<file path="src/rtl/line_enc_pkg.sv">
package line_enc_pkg;
  localparam int unsigned LO_W  = 5;
  localparam int unsigned HI_W  = 3;
  localparam int unsigned BYTE_W = LO_W + HI_W;
  localparam int unsigned LO_CW = LO_W + 1;
  localparam int unsigned HI_CW = HI_W + 1;
  localparam int unsigned SYM_W = LO_CW + HI_CW;

  localparam logic [LO_W-1:0] K_LO = 5'd28;
  localparam logic [HI_W-1:0] G7   = 3'd7;

  // 0 = -1, 1 = +1
  typedef logic rd_t;
endpackage

</file>
<file path="src/rtl/enc_lo6.sv">
module enc_lo6
  import line_enc_pkg::*;
(
  input  logic [LO_W-1:0]  grp_i,
  input  logic             k28_i,
  input  rd_t              rd_i,
  output logic [LO_CW-1:0] code_o,
  output rd_t              rd_o
);
  logic [LO_CW-1:0] neg_form;
  logic             unbal, flip;

  // neg_form: form sent at disparity -1, abcdei
  always_comb begin
    unique case (grp_i)
      5'd0:  neg_form = 6'b100111;
      5'd1:  neg_form = 6'b011101;
      5'd2:  neg_form = 6'b101101;
      5'd3:  neg_form = 6'b110001;
      5'd4:  neg_form = 6'b110101;
      5'd5:  neg_form = 6'b101001;
      5'd6:  neg_form = 6'b011001;
      5'd7:  neg_form = 6'b111000;
      5'd8:  neg_form = 6'b111001;
      5'd9:  neg_form = 6'b100101;
      5'd10: neg_form = 6'b010101;
      5'd11: neg_form = 6'b110100;
      5'd12: neg_form = 6'b001101;
      5'd13: neg_form = 6'b101100;
      5'd14: neg_form = 6'b011100;
      5'd15: neg_form = 6'b010111;
      5'd16: neg_form = 6'b011011;
      5'd17: neg_form = 6'b100011;
      5'd18: neg_form = 6'b010011;
      5'd19: neg_form = 6'b110010;
      5'd20: neg_form = 6'b001011;
      5'd21: neg_form = 6'b101010;
      5'd22: neg_form = 6'b011010;
      5'd23: neg_form = 6'b111010;
      5'd24: neg_form = 6'b110011;
      5'd25: neg_form = 6'b100110;
      5'd26: neg_form = 6'b010110;
      5'd27: neg_form = 6'b110110;
      5'd28: neg_form = k28_i ? 6'b001111 : 6'b001110;
      5'd29: neg_form = 6'b101110;
      5'd30: neg_form = 6'b011110;
      default: neg_form = 6'b101011;
    endcase
  end

  assign unbal  = ($countones(neg_form) != (LO_CW / 2));
  // group 7 is balanced but still alternates to break long runs
  assign flip   = unbal || ((grp_i == 5'd7) && !k28_i);
  assign code_o = (rd_i && flip) ? ~neg_form : neg_form;
  assign rd_o   = unbal ? ~rd_i : rd_i;
endmodule

</file>
<file path="src/rtl/enc_hi4.sv">
module enc_hi4
  import line_enc_pkg::*;
(
  input  logic [HI_W-1:0]  grp_i,
  input  logic             ctrl_i,
  input  logic             alt7_i,
  input  rd_t              rd_i,
  output logic [HI_CW-1:0] code_o,
  output rd_t              rd_o
);
  logic [HI_CW-1:0] neg_form;
  logic             unbal, flip;

  // neg_form: form sent at disparity -1, fghj
  always_comb begin
    if (ctrl_i) begin
      unique case (grp_i)
        3'd0: neg_form = 4'b1011;
        3'd1: neg_form = 4'b0110;
        3'd2: neg_form = 4'b1010;
        3'd3: neg_form = 4'b1100;
        3'd4: neg_form = 4'b1101;
        3'd5: neg_form = 4'b0101;
        3'd6: neg_form = 4'b1001;
        default: neg_form = 4'b0111;
      endcase
    end else begin
      unique case (grp_i)
        3'd0: neg_form = 4'b1011;
        3'd1: neg_form = 4'b1001;
        3'd2: neg_form = 4'b0101;
        3'd3: neg_form = 4'b1100;
        3'd4: neg_form = 4'b1101;
        3'd5: neg_form = 4'b1010;
        3'd6: neg_form = 4'b0110;
        default: neg_form = alt7_i ? 4'b0111 : 4'b1110;
      endcase
    end
  end

  assign unbal  = ($countones(neg_form) != (HI_CW / 2));
  assign flip   = unbal || ctrl_i || (grp_i == 3'd3);
  assign code_o = (rd_i && flip) ? ~neg_form : neg_form;
  assign rd_o   = unbal ? ~rd_i : rd_i;
endmodule

</file>
<file path="src/rtl/line_enc_8b10b.sv">
module line_enc_8b10b
  import line_enc_pkg::*;
#(
  parameter bit RD_INIT = 1'b0
) (
  input  logic              clk_i,
  input  logic              rst_ni,
  input  logic              valid_i,
  input  logic [BYTE_W-1:0] data_i,
  input  logic              ctrl_i,
  output logic [SYM_W-1:0]  sym_o,
  output logic              valid_o,
  output logic              rd_o,
  output logic              ctrl_err_o
);
  logic [LO_W-1:0]  lo_grp;
  logic [HI_W-1:0]  hi_grp;
  logic             k_ok, k28, alt7;
  logic [LO_CW-1:0] lo_code;
  logic [HI_CW-1:0] hi_code;
  rd_t              rd_q, rd_mid, rd_end;

  assign lo_grp = data_i[LO_W-1:0];
  assign hi_grp = data_i[BYTE_W-1:LO_W];

  always_comb begin
    k28  = (lo_grp == K_LO);
    k_ok = ctrl_i && (k28 || ((hi_grp == G7) &&
           (lo_grp == 5'd23 || lo_grp == 5'd27 || lo_grp == 5'd29 || lo_grp == 5'd30)));
  end

  enc_lo6 u_lo (
    .grp_i (lo_grp),
    .k28_i (k_ok && k28),
    .rd_i  (rd_q),
    .code_o(lo_code),
    .rd_o  (rd_mid)
  );

  // alternate 7 avoids a run of 5 across the sub-code boundary
  always_comb begin
    alt7 = 1'b0;
    if (hi_grp == G7) begin
      if (k_ok)
        alt7 = 1'b1;
      else if (!rd_mid)
        alt7 = (lo_grp == 5'd17) || (lo_grp == 5'd18) || (lo_grp == 5'd20);
      else
        alt7 = (lo_grp == 5'd11) || (lo_grp == 5'd13) || (lo_grp == 5'd14);
    end
  end

  enc_hi4 u_hi (
    .grp_i (hi_grp),
    .ctrl_i(k_ok),
    .alt7_i(alt7),
    .rd_i  (rd_mid),
    .code_o(hi_code),
    .rd_o  (rd_end)
  );

  always_ff @(posedge clk_i or negedge rst_ni) begin
    if (!rst_ni) begin
      rd_q       <= RD_INIT;
      sym_o      <= '0;
      valid_o    <= 1'b0;
      ctrl_err_o <= 1'b0;
    end else begin
      valid_o <= valid_i;
      if (valid_i) begin
        rd_q       <= rd_end;
        sym_o      <= {lo_code, hi_code};
        ctrl_err_o <= ctrl_i && !k_ok;
      end else begin
        ctrl_err_o <= 1'b0;
      end
    end
  end

  assign rd_o = rd_q;
endmodule

</file>
<file path="config.mk">
export PLATFORM = sky130hd
export DESIGN_NAME = line_enc_8b10b
export DESIGN_NICKNAME = d
export VERILOG_FILES = /design/src/rtl/line_enc_pkg.sv /design/src/rtl/enc_lo6.sv /design/src/rtl/enc_hi4.sv /design/src/rtl/line_enc_8b10b.sv
export SDC_FILE = /design/constraint.sdc
export NUM_CORES = 1
export LEC_CHECK = 0
export BUFFER_PORTS_ARGS = -buffer_cell sky130_fd_sc_hd__buf_2
export CAP_MARGIN = 30
export CORE_UTILIZATION = 35
export CTS_BUF_LIST = sky130_fd_sc_hd__clkbuf_8
export CTS_CLUSTER_DIAMETER = 200
export CTS_CLUSTER_SIZE = 16
export DETAILED_ROUTE_END_ITERATION = 16
export SLEW_MARGIN = 30
export SYNTH_ARGS = -nofsm -noshare
export SYNTH_HDL_FRONTEND = slang
export SYNTH_SLANG_ARGS = --single-unit
</file>
<file path="constraint.sdc">
create_clock -name clk_i -period 4.5 [get_ports clk_i]
set_clock_uncertainty 0.15 [all_clocks]
set_input_delay 1.35 -clock clk_i [delete_from_list [all_inputs] [get_ports clk_i]]
set_output_delay 1.35 -clock clk_i [all_outputs]
set_load 0.1 [all_outputs]
</file>
**After elaboration in Yosys (flattened, before gate mapping)**

Index checks and enable logic that the tools add are counted.

- Add/subtract/negate cells: 8
- Eq/ne operators: 39
- Multiplexer cells: 14
- Bitwise logic cells: 4
- Reductions and logical operators: 22

Operators with widths:

| cell | count |
|---|---|
| 6-bit one-hot mux with 31 select lines | 1 |
| 32-bit adder | 3 |
| 5-bit == test, second input constant | 15 |
| 32-bit by 2-bit inequality test with 1-bit output, second input constant | 2 |
| 4-bit one-hot mux with 7 select lines | 2 |
| 5-bit by 4-bit == test with 1-bit output, second input constant | 8 |
| 5-bit by 3-bit == test with 1-bit output, second input constant | 4 |
| 3-bit == test, second input constant | 4 |
| 4-bit 2-to-1 mux | 3 |
| 1-bit logical OR | 11 |
| 1-bit by 1-bit adder with 2-bit output | 5 |
| 5-bit by 2-bit == test with 1-bit output, second input constant | 2 |
| 1-bit logical AND | 7 |
| 1-bit 2-to-1 mux | 7 |
| 3-bit by 2-bit == test with 1-bit output, second input constant | 2 |
| 6-bit 2-to-1 mux | 1 |
| 6-bit inverter | 1 |
| 5-bit by 1-bit == test with 1-bit output, second input constant | 1 |
| 5-bit logical NOT | 1 |
| 4-bit inverter | 1 |
| 3-bit by 1-bit == test with 1-bit output, second input constant | 1 |
| 3-bit logical NOT | 1 |
| 1-bit logical NOT | 2 |
| 1-bit inverter | 2 |

- Register bits after elaboration: 13
- Input port bits: 12
- Output and inout port bits: 13
- Logic and storage cells: 91

**Logic depth before layout (Yosys ltp)**

Gate-level depths: netlist of run 1.

- Depth after elaboration: 28
- Depth in mapped cells: 23
- Depth with buffers taken out: 21

**Modules after synthesis**

From an unflattened synthesis of run 1, not the netlist that was laid out.

- Cells, all modules: 148
- Area total of the unflattened synthesis: 1416.4 um^2

By module, submodules not included:

| module | times used | cells an instance | area each (um^2) | seq. area each (um^2) |
|---|---|---|---|---|
| line_enc_8b10b | 1 | 53 | 660.6 | 325.3 |
| enc_lo6 | 1 | 65 | 535.5 | 0.0 |
| enc_hi4 | 1 | 30 | 220.2 | 0.0 |

**Worst setup path after synthesis of run 1**

Ideal clock, no wire load.

- Path kind: input -> register
- Start: in data_i[3]
- End: reg sym_o[0]
- Arrival time: 5.729 ns
- Path slack: -1.505 ns
- Stages: 21
- Buffers on the path: 2
- Path through: buf_2 buf_1 nand2_1 a221oi_1 ha_1 fa_1 ha_1 and4bb_4 xnor2_2 and4b_4 o2111a_1 nor3_1 inv_1 a21o_1 ha_1 xnor2_1 nand3_1 and3b_1 a31oi_1 a21oi_1 a311o_1

- Cells in the longest elaborated chain, start to end: 28
- Elaborated cells between the ends (all ways): 66

RTL lines:

| item | RTL line | text |
|---|---|---|
| from (decl) | line_enc_8b10b.sv:9 | `input logic [BYTE_W-1:0] data_i,` |
| 5-bit == test | enc_lo6.sv:15, line_enc_8b10b.sv:29 |  |
| 1-bit logical OR (3 in a row) | line_enc_8b10b.sv:29 | `(lo_grp == 5'd23 \|\| lo_grp == 5'd27 \|\| lo_grp == 5'd29 \|\| lo_grp == 5'd30)));` |
| 1-bit logical AND | line_enc_8b10b.sv:28 | `k_ok = ctrl_i && (k28 \|\| ((hi_grp == G7) &&` |
| 1-bit logical OR | line_enc_8b10b.sv:28 |  |
| 1-bit logical AND | line_enc_8b10b.sv:28 |  |
| 1-bit logical AND | line_enc_8b10b.sv:34 | `.k28_i (k_ok && k28),` |
| 1-bit 2-to-1 mux | enc_lo6.sv:44 | `5'd28: neg_form = k28_i ? 6'b001111 : 6'b001110;` |
| 6-bit one-hot mux with 31 select lines | enc_lo6.sv:15 | `unique case (grp_i)` |
| [... 9 more ...] | - |  |
| 4-bit one-hot mux with 7 select lines | enc_hi4.sv:28 | `unique case (grp_i)` |
| 4-bit 2-to-1 mux | enc_hi4.sv:16 | `if (ctrl_i) begin` |
| 1-bit by 1-bit adder with 2-bit output (not written as such) | enc_hi4.sv:41 | `assign unbal = ($countones(neg_form) != (HI_CW / 2));` |
| 32-bit adder (not written as such) | enc_hi4.sv:41 |  |
| 32-bit by 2-bit inequality test with 1-bit output | enc_hi4.sv:41 |  |
| 1-bit logical OR (2 in a row) | enc_hi4.sv:42 | `assign flip = unbal \|\| ctrl_i \|\| (grp_i == 3'd3);` |
| 1-bit logical AND | enc_hi4.sv:43 | `assign code_o = (rd_i && flip) ? ~neg_form : neg_form;` |
| 4-bit 2-to-1 mux * | enc_hi4.sv:43 |  |
| to (signal assigned) | line_enc_8b10b.sv:72 | `sym_o <= {lo_code, hi_code};` |
| to (decl) | line_enc_8b10b.sv:11 | `output logic [SYM_W-1:0] sym_o,` |

Mark *: on every way between the ends. The rest lies on a longest branch, timed or not.
A chain may end at the register's enable or synchronous reset.

**Worst setup path in the final report of run 1**

- Start: in data_i[0]
- End: reg sym_o[0]

The elaborated chain is that of the path after synthesis.

==> results by group, run 1 <==
Run status
  • Status: complete, but fails checks
  • Failing checks: setup timing

Synth
  • Cell Area, Synth: around 1400 sq um
  • Syn_area_per_cell: around 8.5 sq um
  • Sequential fraction of the synthesis area: a little under a quarter
  • #FFs+latches synth: 13
  • Post-synth EDFFs: 0
  • Distinct cell type count after synthesis: 48
  • Fraction of registers with async set/reset: 100.0%
  • Ys Warns: 0
  • Syn Nets: approximately 190
  • Dominant synthesized flop cell: dfrtp_1
  • Post-Synthesis Cells: 168

Clock tree
  • Inserted Clock Buffers: 3
  • Root buffer cell: clkbuf_8
  • Reg clk slew, reported paths: 0.06 ns
  • Clk sink count: 13
  • CTS H-tree lvls: 1
  • Clock tree buffer depth: 2
  • CTS tree: done
  • Hold_buf cts: 0
  • Clk Latency, worst-skew pair: around 0.24 ns

Die
  • Area of the core: between 3000 and 4000 sq um
  • Die area: around 4400 sq um
  • Starting Density: 37.78%
  • I/O pin cnt: 25
  • Die width: 66.04 um
  • # rows: 22
  • Die Height: 66.04 um

Routing
  • Post-route ant nets: 0
  • Post-Route WL: around 5400 um
  • Routed vias: around 1700
  • Residual DRC count: 0
  • Avg Vias per Cell: roughly 5.4
  • Detailed Route Iter0 Violations: 63
  • Drt first pass iters: 4
  • Avg WL per Cell: approximately 17 um

STA
  • Unrepaired setup endpoints after global routing: yes
  • Setup Viol. Count Final: 6
  • Fin crit period: 5.555 ns
  • Final WS setup: -1.055 ns
  • Fmax: between 150 and 200 MHz
  • Final period utilization: 123.4%
  • Final Hold Viols: 0
  • Final Max Slew Viols: 0
  • Final hold slack: around 0.33 ns
  • Worst slew margin: 66.88%
  • Worst-Margin Slew: 0.5003 ns

Global routing
  • Vias in the first global route: about 1700
  • Grt ovf: 0
  • First-pass GRT wire length: between 8000 and 9000 um
  • Initial antenna violation count: 0
  • Largest net degree at the start of global routing: 20
  • Total GRT Usage: ~25%

Power
  • Total chip power: 1.292 mW
  • Maximum vdd ir drop: 0.0004800 V
  • Pwr dens: approximately 480 nW/um^2
  • Static leakage: 1.202 nW

Finish
  • Area Growth Syn to Fin: 86.75%
  • Layout Cell Area excl Fill: approximately 2700 sq um
  • Commonest non-fill, non-tap cell in the layout: buf_4
  • Nets@finish: slightly below 300
  • Most frequent cells in the layout: buf_4 (58), buf_2 (20), buf_6 (20), nor2_1 (17), dfrtp_1 (13)
  • Share of layout cells above drive strength 1: just under 60%
  • Antenna diodes: 0

Critical path
  • Crit. End Element: flop
  • Worst reg2reg path depth: 13
  • WP data arrival: roughly 5.5 ns
  • WP data required: about 4.5 ns
  • Critical Path Start Type: input port
  • Max FO, Critical Path: 5
  • Critical path type: in2reg

Hold path
  • Hold depth: 2
  • Worst Hold Class: reg2reg

Placed design
  • Placed cell area: just over 2000 sq um
  • Port bufs: 24
  • DP HPWL: a little over 3000 um
  • Routability congestion estimate: about 0.8

Job
  • Max-capacitance violation count: 0
[sequential cells by signal, indices dropped and copies added (netlist names)]
name	count
ctrl_err_o	1
sym_o	10
valid_o	1
rd_o	1
[cell usage after synthesis, drive strengths merged, types with 2 or more instances]
| cell | count | area share (%) |
|---|---|---|
| nor4 | 2 | 0.87 |
| dfrtp | 13 | 23 |
| and2 | 2 | 0.87 |
| nor2 | 18 | 4.9 |
| fa | 2 | 2.8 |
| a21oi | 13 | 4.5 |
| nand3 | 3 | 1.0 |
| ha | 10 | 8.7 |
| nand4 | 2 | 0.87 |
| a31oi | 5 | 2.2 |
| mux2 | 3 | 2.4 |
| o22ai | 2 | 0.87 |
| inv | 7 | 1.8 |
| nand2 | 13 | 3.4 |
| nor3 | 7 | 2.4 |
| clkbuf | 4 | 1.0 |
| nand2b | 3 | 1.3 |
| o21ai | 8 | 3.1 |
| mux2i | 3 | 2.1 |
| xnor2 | 16 | 10 |
| nand4b | 2 | 1.2 |
| buf | 8 | 2.5 |
[layer usage]
layer / vias up / part of all wire, % / track usage [%] / routed length (um)
met1: 833 / 40 / 30.62 / 2184
met5: - / 0 / 0 / 0
li1: 809 / - / - / -
met3: 16 / 3.7 / 3.621 / 198
met2: 45 / 53 / 45.54 / 2839
met4: 0 / 3.4 / 6.915 / 185
[what timing repair did]
item                       in CTS  in global routing
buffers inserted               34                  3
cloned                          1                  0
setup endpoints to repair       5                  6
pin swaps                      19                  3
resized for setup              37                 13
[cell families after synthesis]
family	synth area share (%)
xor+xnor	10.29
flops	22.67
mux	4.446
simple gates	22.15
compound gates	23.54
buf+inv	5.405
fa+ha+maj	11.51
[worst max-delay path, cell delays in order]
cell and delay [ns]:
buf_12 0.11, xnor2_1 0.22, a21oi_2 0.11, a211oi_2 0.32, ha_2 0.36, fa_2 0.39, ha_4 0.27, and4bb_4 0.27
xnor2_4 0.10, and4b_4 0.22, o2111a_1 0.27, nor3_2 0.10, inv_1 0.05, a21o_1 0.18, ha_4 0.28, xnor2_2 0.11
nand3_1 0.12, and3b_1 0.19, a31oi_1 0.13, a21oi_1 0.08, a311o_1 0.27
[stage by stage]
step | TNS (ns) | std cells | setup slack (ns) | util (%)
4_1_cts | -5.388 | 312 | -0.9980 | 68.58
3_3_place_gp | -6.165 | 273 | -1.317 | 54.58
6_report | -5.764 | 315 | -1.055 | 70.55
2_1_floorplan | -5.317 | 168 | -1.153 | -
3_5_place_dp | -6.899 | 273 | -1.505 | 54.58
5_1_grt | -6.764 | 315 | -1.263 | 70.55
[where the power goes]
part	internal, mW	total [mW]	leakage, nW	switching, mW
registers	0.168	0.203	0.149	0.0351
clock network	0.0602	0.102	0.0269	0.0415
logic	0.355	0.987	1.03	0.632
[worst paths after layout]
kind	endpoint	start	slack (ns)
min reg2reg	sym_o[5]	sym_o[5]	0.33
max	sym_o[0]	data_i[0]	-1.05
min	sym_o[5]	sym_o[5]	0.33
max reg2reg	sym_o[0]	rd_o	1.56
min in group asynchronous	sym_o[4]	rst_ni	0.84
max in group asynchronous	sym_o[2]	rst_ni	3.13
[final cells by class]
| type | instances | area (sq um) |
|---|---|---|
| Sequential cell | 13 | 325.3 |
| Clock inverter | 1 | 3.754 |
| Inverter | 7 | 26.28 |
| Clock buffer | 3 | 41.29 |
| Timing Repair Buffer | 107 | 953.4 |
| Multi-Input combinational cell | 136 | 1270 |
| Fill cell | 266 | 1119 |
| Tap cell | 48 | 60.06 |
Power figures use the tool's default switching activity.
==> run 2, diff against run 1 <==
CTS_BUF_LIST = sky130_fd_sc_hd__clkbuf_16   (was sky130_fd_sc_hd__clkbuf_8)
GPL_TIMING_DRIVEN = 0   (was not set)
SETUP_SLACK_MARGIN = 0.4   (was not set)
==> results by group, run 2 (synthesis results as in run 1) <==
Finish
  • Largest Register: sym_o
  • Antenna diodes: 0
  • Non-Filler Instances: around 270
  • Commonest non-fill, non-tap cell in the layout: buf_4
  • Max FFs per register: 10
  • Share of layout cells above drive strength 1: 55.75%
  • Most frequent cells in the layout: buf_4 (23), buf_2 (19), nor2_1 (16), dfrtp_1 (13), nand2_1 (11)
  • Layout Cell Area excl Fill: approximately 2600 sq um
  • Nets@finish: 251
  • Area Growth Syn to Fin: 84.22%

Placed design
  • Placed cell area: 1826 sq um
  • Worst slack, placed: -1.725 ns
  • Port bufs: 24
  • Cell Count Post-Placement: between 200 and 250
  • DP HPWL: between 2000 and 3000 um
  • Routability congestion estimate: between 0.8 and 0.9

Critical path
  • Crit. End Element: flop
  • Largest stage delay, worst path: ~0.38 ns
  • Critical Path Start Type: input port
  • Worst reg2reg setup slack: around 1.3 ns
  • Crit-path cells: buf_12, buf_8, and2_4, o22ai_2, a21oi_2, a211oi_2, ha_2, fa_2, ha_4, and4bb_4, xnor2_4, and4b_4, o2111a_1, nor3_2, inv_1, a21o_1, ha_4, xnor2_4, nand3_4, and3b_1, a31oi_1, a21oi_1, a311o_1
  • WP data required: 4.47 ns
  • WP data arrival: ~5.8 ns
  • CP top delay family: compound AO/OA/AOI/OAI gates
  • Critical path type: in2reg
  • CP max stage cell: fa_2
  • Max FO, Critical Path: 5
  • Bufs and invs on worst path: 3

STA
  • Final Hold Viols: 0
  • Fmax: about 170 MHz
  • Fin crit period: 5.847 ns
  • Unrepaired setup endpoints after global routing: yes
  • Final Max Slew Viols: 0
  • Worst-Margin Slew: 0.4922 ns
  • Final period utilization: 129.9%
  • Worst slew margin: 67.18%
  • Setup Viol. Count Final: 5
  • Final WS setup: -1.347 ns

Routing
  • Drt first pass iters: 4
  • Avg WL per Cell: 16.70 um
  • Post-route ant nets: 0
  • Post-Route WL: around 4600 um
  • Detailed Route Iter0 Violations: 70
  • Routed vias: 1531
  • Avg Vias per Cell: 5.588
  • Residual DRC count: 0

Clock tree
  • Clock tree buffer depth: 2
  • Root buffer cell: clkbuf_16
  • Reg clk slew, reported paths: 0.04 ns
  • Clk sink count: 13
  • Inserted Clock Buffers: 3
  • CTS tree: done
  • Clk Latency, worst-skew pair: 0.24 ns
  • CTS H-tree lvls: 1

Hold path
  • Worst Hold Class: reg2reg

Global routing
  • Initial antenna violation count: 0
  • Vias in the first global route: between 1000 and 1500
  • Grt ovf: 0
  • First-pass GRT wire length: between 7000 and 8000 um
  • Total GRT Usage: between 20% and 30%
  • Largest net degree at the start of global routing: 14

Job
  • Max-capacitance violation count: 0

Power
  • Pwr dens: 551.9 nW/um^2
  • Maximum vdd ir drop: 0.0004322 V
  • Static leakage: 1.110 nW
  • Total chip power: 1.459 mW

Die
  • Area of the core: about 3800 sq um
  • Starting Density: around 38%
  • I/O pin cnt: 25
  • Die area: 4361 sq um
  • # rows: 22
  • Die Height: 66.04 um
  • Die width: 66.04 um

Run status
  • Status: complete, but fails checks
  • Failing checks: setup timing
## run 2: cell types whose count changed in the layout (fill, tap and decap cells not counted), moves of 7 or more
cell	before	now
buf_4	58	23
buf_6	20	6
xnor2_1	12	3
xnor2_4	1	8
## run 2: stage by stage
step           hold slack [ns]  TNS, ns  utilization, %
6_report                0.3605   -6.245           69.60
4_1_cts                 0.3372   -5.475           62.62
5_1_grt                 0.3923   -6.877           69.60
3_3_place_gp            0.3248   -7.264           48.06
2_1_floorplan           0.8428   -5.317               -
3_5_place_dp            0.3258   -8.072           48.06
## run 2: area by class of cell
class | instances | area, sq um
Multi-Input combinational cell | 136 | 1476
Inverter | 7 | 26.28
Timing Repair Buffer | 54 | 508.0
Clock inverter | 1 | 3.754
Fill cell | 259 | 1155
Tap cell | 48 | 60.06
Clock buffer | 3 | 75.07
Sequential cell | 13 | 325.3
Buffer | 12 | 168.9
## run 2: what timing repair did
action	CTS	global route
hold buffers	0	0
pin swaps	29	24
resized for setup	42	30
endpoints found under the setup margin	11	11
gates cloned	4	0
buffers inserted	19	7
## run 2: power by group
part           switching [mW]  internal (mW)  leakage, nW
sequential             0.0364          0.168        0.149
combinational           0.678          0.411        0.919
clock                  0.0485          0.117       0.0423
## run 2: layer usage
layer,track usage (%),vias to the layer above,share of wire [%]
met5,0,-,0
li1,-,728,-
met2,38.90,36,55
met4,5.585,0,1.2
met3,2.069,8,3.1
met1,26.22,759,40
## run 2: path summary, 6_finish.rpt
check / from / end / depth (start not counted)
setup / recovery: data_i[0] / sym_o[0] / 23
hold reg to reg: sym_o[3] / sym_o[3] / 1
hold / removal: sym_o[3] / sym_o[3] / 1
min in group asynchronous: rst_ni / sym_o[8] / 1
max in group asynchronous: rst_ni / sym_o[2] / 1
setup reg to reg: rd_o / sym_o[0] / 13
